$ cat src/rtl/rsd_pkg.sv
package rsd_pkg;
  typedef enum logic [1:0] {
    ST_IDLE  = 2'd0,
    ST_DRIVE = 2'd1,
    ST_WAIT  = 2'd2,
    ST_EXTW  = 2'd3
  } rsd_state_e;
endpackage

$ cat src/rtl/rsd_sync.sv
module rsd_sync #(
  parameter int   STAGES    = 2,
  parameter logic RESET_VAL = 1'b1
) (
  input  logic clk_i,
  input  logic rst_ni,
  input  logic d_i,
  output logic q_o
);
  logic [STAGES-1:0] ff_q;
  logic [STAGES-1:0] ff_d;

  generate
    if (STAGES == 1) begin : g_one
      always_comb ff_d = d_i;
    end else begin : g_chain
      always_comb ff_d = {ff_q[STAGES-2:0], d_i};
    end
  endgenerate

  always_ff @(posedge clk_i or negedge rst_ni) begin
    if (!rst_ni) ff_q <= {STAGES{RESET_VAL}};
    else         ff_q <= ff_d;
  end

  assign q_o = ff_q[STAGES-1];
endmodule

$ cat src/rtl/rsd_timer.sv
module rsd_timer #(
  parameter int CW = 3
) (
  input  logic          clk_i,
  input  logic          rst_ni,
  input  logic          clr_i,
  input  logic          en_i,
  input  logic [CW-1:0] limit_i,
  output logic          done_o
);
  logic [CW-1:0] cnt_q;
  logic [CW-1:0] cnt_d;

  always_comb begin
    cnt_d = cnt_q;
    if (clr_i)     cnt_d = '0;
    else if (en_i) cnt_d = cnt_q + CW'(1);
  end

  always_ff @(posedge clk_i or negedge rst_ni) begin
    if (!rst_ni) cnt_q <= '0;
    else         cnt_q <= cnt_d;
  end

  assign done_o = (cnt_q == limit_i - CW'(1));

  // while a phase is counting, the count never runs past its limit
  assert_cnt_range_R4: assert property (@(posedge clk_i) disable iff (!rst_ni)
    (en_i && !clr_i) |-> (cnt_q < limit_i));
endmodule

$ cat src/rtl/rst_src_seq.sv
module rst_src_seq #(
  parameter int DRIVE_CYC   = 4,
  parameter int WAIT_CYC    = 2,
  parameter int SYNC_STAGES = 2
) (
  input  logic clk_i,
  input  logic rst_ni,
  input  logic line_i,
  input  logic fault_wdog_i,
  input  logic fault_clk_i,
  output logic line_pull_o,
  output logic src_ext_o,
  output logic vec_alt_o,
  output logic clr_state_o
);
  import rsd_pkg::*;

  localparam int WAIT_TOT = SYNC_STAGES + WAIT_CYC;
  localparam int CNT_MAX  = (DRIVE_CYC > WAIT_TOT) ? DRIVE_CYC : WAIT_TOT;
  localparam int CW       = $clog2(CNT_MAX) + 1;

  rsd_state_e    st_q, st_d;
  logic          line_s;
  logic          fault_any;
  logic          cnt_clr, cnt_en, cnt_done;
  logic [CW-1:0] cnt_lim;
  logic          cls_en;
  logic          clr_d, clr_q;
  logic          ext_q, ext_d;
  logic          alt_q, alt_d;

  rsd_sync #(.STAGES(SYNC_STAGES), .RESET_VAL(1'b1)) u_sync (
    .clk_i (clk_i),
    .rst_ni(rst_ni),
    .d_i   (line_i),
    .q_o   (line_s)
  );

  assign fault_any = fault_wdog_i | fault_clk_i;
  assign cnt_lim   = (st_q == ST_DRIVE) ? CW'(DRIVE_CYC) : CW'(WAIT_TOT);

  rsd_timer #(.CW(CW)) u_timer (
    .clk_i  (clk_i),
    .rst_ni (rst_ni),
    .clr_i  (cnt_clr),
    .en_i   (cnt_en),
    .limit_i(cnt_lim),
    .done_o (cnt_done)
  );

  // next-state logic
  always_comb begin
    st_d    = st_q;
    cnt_clr = 1'b0;
    cnt_en  = 1'b0;
    cls_en  = 1'b0;
    clr_d   = 1'b0;
    unique case (st_q)
      ST_IDLE: begin
        if (fault_any || !line_s) begin
          st_d    = ST_DRIVE;
          cnt_clr = 1'b1;
        end
      end
      ST_DRIVE: begin
        cnt_en = 1'b1;
        if (cnt_done) begin
          st_d    = ST_WAIT;
          cnt_clr = 1'b1;
        end
      end
      ST_WAIT: begin
        cnt_en = 1'b1;
        if (cnt_done) begin
          cls_en  = 1'b1;
          cnt_clr = 1'b1;
          st_d    = line_s ? ST_IDLE : ST_EXTW;
        end
      end
      ST_EXTW: begin
        if (line_s) begin
          st_d  = ST_IDLE;
          clr_d = 1'b1;
        end
      end
      default: st_d = ST_IDLE;
    endcase
  end

  always_comb begin
    ext_d = ext_q;
    alt_d = alt_q;
    if (cls_en) begin
      ext_d = ~line_s;
      alt_d = line_s;
    end
  end

  // registers
  always_ff @(posedge clk_i or negedge rst_ni) begin
    if (!rst_ni) begin
      st_q  <= ST_IDLE;
      clr_q <= 1'b0;
      ext_q <= 1'b1;
      alt_q <= 1'b0;
    end else begin
      st_q  <= st_d;
      clr_q <= clr_d;
      ext_q <= ext_d;
      alt_q <= alt_d;
    end
  end

  assign line_pull_o = (st_q == ST_DRIVE);
  assign src_ext_o   = ext_q;
  assign vec_alt_o   = alt_q;
  assign clr_state_o = clr_q;

  // the pull-down stays on until the drive count completes
  assert_drive_len_R2: assert property (@(posedge clk_i) disable iff (!rst_ni)
    (line_pull_o && !cnt_done) |=> line_pull_o);

  // the clear strobe is a single cycle
  assert_clr_pulse_R7: assert property (@(posedge clk_i) disable iff (!rst_ni)
    clr_state_o |=> !clr_state_o);

  // the clear strobe only follows an external classification
  assert_clr_ext_R5: assert property (@(posedge clk_i) disable iff (!rst_ni)
    clr_state_o |-> (src_ext_o && !vec_alt_o));

  // the flag and the vector select always disagree
  assert_flag_excl_R6: assert property (@(posedge clk_i) disable iff (!rst_ni)
    src_ext_o != vec_alt_o);

  // flags hold while idle
  assert_flag_hold_R9: assert property (@(posedge clk_i) disable iff (!rst_ni)
    (st_q == ST_IDLE) |=> ($stable(src_ext_o) && $stable(vec_alt_o)));

  // no new drive phase starts from a running sequence
  assert_no_restart_R8: assert property (@(posedge clk_i) disable iff (!rst_ni)
    (st_q != ST_IDLE && st_q != ST_DRIVE) |=> !line_pull_o);
endmodule

$ cat config.mk
export PLATFORM = sky130hd
export DESIGN_NAME = rst_src_seq
export DESIGN_NICKNAME = d
export VERILOG_FILES = /design/src/rtl/rsd_pkg.sv /design/src/rtl/rsd_sync.sv /design/src/rtl/rsd_timer.sv /design/src/rtl/rst_src_seq.sv
export SDC_FILE = /design/constraint.sdc
export NUM_CORES = 1
export LEC_CHECK = 0
export BUFFER_PORTS_ARGS = -buffer_cell sky130_fd_sc_hd__buf_4
export CAP_MARGIN = 25
export CORE_AREA = 10 10 47 49
export CTS_CLUSTER_SIZE = 20
export DETAILED_ROUTE_END_ITERATION = 10
export DIE_AREA = 0 0 57 59
export SYNTH_ARGS = -nofsm -noshare
export SYNTH_HDL_FRONTEND = slang
export SYNTH_SLANG_ARGS = --single-unit
$ cat constraint.sdc
create_clock -name clk_i -period 3.4 [get_ports clk_i]
set_input_delay 0.34 -clock clk_i [delete_from_list [all_inputs] [get_ports clk_i]]
set_output_delay 0.34 -clock clk_i [all_outputs]
set_load 0.03 [all_outputs]
# After elaboration in Yosys (flattened, before gate mapping)
# Index checks and enable logic that the tools add are counted.
[totals] output_inout_bits=4 register_bits=10 wordCells=38 inputBits=5
[classes] eq_ne=8 bitwise_logic=2 addsub=1 n_reduce_logical=6 n_mux=15
[ops] op="$mux W2" count=5
[ops] op="$pmux W2 S4" count=1
[ops] op="$mux W1" count=6
[ops] op="$mux W3" count=2
[ops] op="$eq A2 B2 Y1 const B" count=2
[ops] op="$ne A2 B1 Y1 const B" count=2
[ops] op="$ne A2 B2 Y1 const B" count=2
[ops] op="$reduce_and A4 Y1" count=1
[ops] op="$add A3 B1 Y3 const B" count=1
[ops] op="$eq A3 B2 Y1 const B" count=1
[ops] op="$eq A2 B1 Y1 const B" count=1
[ops] op="$logic_not A2 Y1" count=1
[ops] op="$pmux W1 S2" count=1
[ops] op="$reduce_bool A2 Y1" count=1
[ops] op="$reduce_or A2 Y1" count=1
[ops] op="$logic_not A1 Y1" count=1
[ops] op="$logic_or A1 B1 Y1" count=1
[ops] op="$not A1 Y1" count=1
[ops] op="$or A1 B1 Y1" count=1

# Longest topological paths before layout
[depth] ltp_word=5 ltp_mapped=5 depth_no_buf=5

# Cells and area by module
# A second synthesis with hierarchy kept.
[unflattened] cells_unflattened=54 hier_area_um2=604.3
[modules_own_cells] module="rst_src_seq" seq_area_each_um2=126.4 instances=1 area_each_um2=344.1 cells_each=34
[modules_own_cells] module="rsd_timer" seq_area_each_um2=75.1 instances=1 area_each_um2=207.7 cells_each=18
[modules_own_cells] module="rsd_sync" seq_area_each_um2=52.6 instances=1 area_each_um2=52.6 cells_each=2

# Worst setup path before layout
# OpenSTA, ideal clock, no wires.
[synth_timing] path_kind="flip-flop to flip-flop" startpoint="register st_q[1]" endpoint="register st_q[1]" period_less_slack_ns=1.665 path_stages_with_launch=6 slack_ns=1.735 arrival_ns=1.545 t_required_ns=3.280 setup_ns=0.120 n_path_buf=0 cell_sequence="dfrtp_1 > inv_1 > ha_1 > nor2b_1 > o41a_1 > a31o_1"
[synth_between] elab_chain_cells=3 elab_cells_between_ends=10 cone_classes="eq/ne (7); mux (1); reduce/logical (2)"
[synth_rtl] item="start, declared" line_no="rst_src_seq.sv:22" rtl="rsd_state_e st_q, st_d;"
[synth_rtl] item="start signal, assigned" line_no="rst_src_seq.sv:107" rtl="st_q <= st_d;"
[synth_rtl] item="$eq A2 B1 Y1 (*)"
[synth_rtl] item="named net line_pull_o" line_no="rst_src_seq.sv:11" rtl="output logic line_pull_o,"
[synth_rtl] item="$ne A2 B1 Y1 (no line)"
[synth_rtl] item="$reduce_and A4 Y1 (no line)"
# The timed path passes the listed nets; every way through them passes the cells marked *.
# A chain may end at the register's enable or synchronous reset.

# Final worst setup path
[layout_timing] startpoint="register st_q[1]" endpoint="register st_q[0]"
[layout_between] elab_chain_cells=3 elab_cells_between_ends=10 cone_classes="eq/ne (7); mux (1); reduce/logical (2)"
[layout_rtl] item="$eq A2 B2 Y1, or another cell as far along" line_no="rst_src_seq.sv:58" rtl="unique case (st_q)"
[layout_rtl] item="$ne A2 B1 Y1 (no line) / $ne A2 B2 Y1 (equally long branches)"
[layout_rtl] item="$reduce_and A4 Y1 (no line)"
# Parallel ways exist; a longest one is shown, timed or not.

==> metrics.txt <==
outcome=finished clean; Synth Area in Compound Gates=0.1609; Routed WL=1037 um; # H-tree levels=1; final core utilization=0.4991; die area=3363 um^2; DRC errors left=0; largest family of logic cells by synthesized area=adder cells; Distinct cells, synth=20; Post-Synth Adder-Cell Area=0.1931; core area=1401 um^2; top post-synthesis cells by area=dfrtp_1 30%, ha_1 19%, dfstp_2 14%, a2111oi_4 4.7%, inv_1 3.9%; share of the synthesized area in the top cell type=0.3004; Yosys reg bits=10; Least-Margin Pin Slew=0.3093 ns; Via density=4.857; max-cap viol count=0; Setup violations, final=0; # rows=14; Seq/Total Area, Yosys=0.4356; RSZ-0062 raised after global routing=false; CTS Hold Bufs=1; fill count=137; period utilization=0.4976; vias in the first global route=409; Crit. End Element=flop; top achievable clock speed=0.5911 GHz; critical path class=reg -> reg; antenna violations before repair=0; routed via count=374; nets=76; Reg clk slew, reported paths=0.07 ns; Comb power frac=0.537; Yosys warnings=0; Leak=0.3325 nW; peak supply drop=0.4448 mV; chip width=57 um; Net Count, Synth=62; syn avg cell area=12.15 um^2; post-synthesis xor/xnor area fraction=0.01502; remaining antenna violation count=0; register area=254.0 um^2; number of port buffers=8; largest net degree at the start of global routing=11; internal power=0.3592 mW; # Post-CTS Setup Buffers=0; post-route setup TNS=0 ns; power per cell area=863.7 nW/um^2; Req. time, crit path=3.58 ns; # IOs=9; DR WL/cell=13.47 um; global route total overflow=0; CTS Buffer Depth=2; Post-Layout Cell Count=77; # diodes=0; placed insts=72; total CTS buffers=3; Arr. time, crit path=1.87 ns; simple-gate share of the synthesized area=0.1030; layout cells sized above 1=0.2951; Mapped Area=583.1 um^2; Die H=59 um; Worst Hold Class=in -> reg; Sw Share=0.4055; CTS Sinks=10; Initial Utilization=0.4161; Switch Pwr=0.2450 mW; Resize count post-CTS=0; multiplexer area fraction after synthesis=0.05365; RD Place Congestion=0.7148; CTS Root Cell=clkbuf_4; Slew Limit Fails=0; CP max FO=5; total iterations of the first detailed-routing run=2; Seq pwr share=0.320; Period minus WS final=1.692 ns; slew margin rel.=0.7938; Layout area overhead=19.96%; Final Hold Viols=0; Gate Count Post-Synth=48; Design Power=0.6041 mW; first-pass GRT wire length=1780 um; DRT iter0 DRCs=5; Clock Skew=0.005586 ns; Post-DP HPWL=833.7 um; CTS tree=yes; Skew-Pair Late Insertion Delay=0.26 ns; area of the multi-input gates=306.5 um^2; DP Worst Slack=1.710 ns; crit start category=flop; clock share of power=0.142; GRT Total Usage=0.06818; area leader, netlist=dfrtp_1; final worst-path setup slack=1.708 ns
-- synth_stat cells, drive strengths merged --
cell     count
a2111oi      1
a21boi       1
a21oi        4
a22o         1
a31o         1
and2         1
and2b        1
and4bb       1
dfrtp        7
dfstp        3
ha           9
inv          6
mux2         1
mux2i        2
nand2        3
nor2b        1
o21ai        2
o41a         1
or3b         1
xnor2        1
-- power by group through the flow --
stage	clock network [mW]	logic (mW)	registers (mW)
global placement	0	0.323	0.195
CTS	0.0897	0.329	0.195
global route	0.0951	0.357	0.200
detailed placement	0	0.327	0.197
floorplan	0	0.219	0.221
finish	0.0860	0.325	0.193
-- worst max-delay path, stage by stage (launching register included) --
cell and delay, ns:
dfrtp_1 0.42, inv_1 0.12, ha_1 0.21, and4bb_4 0.22
a2111oi_4 0.37, mux2i_1 0.25
-- cells by family after synthesis --
kind of cell | after synthesis
buf+inv | 6
mux | 3
fa+ha+maj | 9
xor+xnor | 1
compound gates | 11
flops | 10
simple gates | 8
-- path summary, 6_finish.rpt --
| check | cells after the start | startpoint | endpoint | slack, ns |
|---|---|---|---|---|
| max in group asynchronous | 2 | rst_ni | u_sync.ff_q[0] | 2.74 |
| worst max-delay path | 5 | st_q[1] | st_q[0] | 1.71 |
| worst min-delay path | 1 | line_i | u_sync.ff_q[0] | 0.18 |
| worst min register to register | 0 | u_sync.ff_q[0] | u_sync.ff_q[1] | 0.35 |
| min in group asynchronous | 2 | rst_ni | vec_alt_o | 0.44 |
| worst max register to register | 5 | st_q[1] | st_q[0] | 1.71 |
-- per-layer routing --
layer | routed length [um] | vias up | global-route usage
met2 | 500 | 7 | 0.1132
li1 | - | 191 | -
met5 | 0 | - | 0
met1 | 434 | 174 | 0.06250
met3 | 87 | 2 | 0.04721
met4 | 14 | 0 | 0.03356
-- stage by stage --
| stage | cell area, um^2 | hold slack [ns] |
|---|---|---|
| final | 699.4 | 0.1826 |
| after global routing | 699.4 | 0.1669 |
| after CTS | 699.4 | 0.1716 |
| after detailed placement | 663.1 | 0.1765 |
| after global placement | 663.1 | 0.1782 |
| after floorplan | 583.1 | 0.04441 |
-- flip-flops by register name, indices dropped and copies added (netlist names) --
register,count
u_timer.cnt_q,3
clr_state_o,1
src_ext_o,1
vec_alt_o,1
u_sync.ff_q,2
st_q,2
-- placed cells by master (no fill, tap or decap) --
master         synthesis  routed
mux2_1                 1       1
xnor2_1                1       1
or3b_1                 1       1
and2_2                 1       1
clkbuf_4               0       3
inv_1                  6       6
ha_1                   9       9
dfstp_2                3       3
a21oi_1                4       4
mux2i_1                2       2
a2111oi_4              1       1
a22o_1                 1       1
a31o_1                 1       1
buf_4                  0       8
nor2b_1                1       1
and4bb_4               1       1
nand2_1                3       3
and2b_4                1       1
o21ai_1                2       2
dfrtp_1                7       7
a21boi_0               1       1
dlygate4sd3_1          0       1
clkbuf_1               0       1
o41a_1                 1       1
-- area by class of cell --
cell class              count  share of cell area
clock buffers               4             0.03757
multi-input cells          32              0.4383
repair buffers              9              0.1002
flip-flops and latches     10              0.3631
inverters                   6             0.03220
well taps                  16             0.02862
No activity file was read; power rests on OpenSTA's default activity.
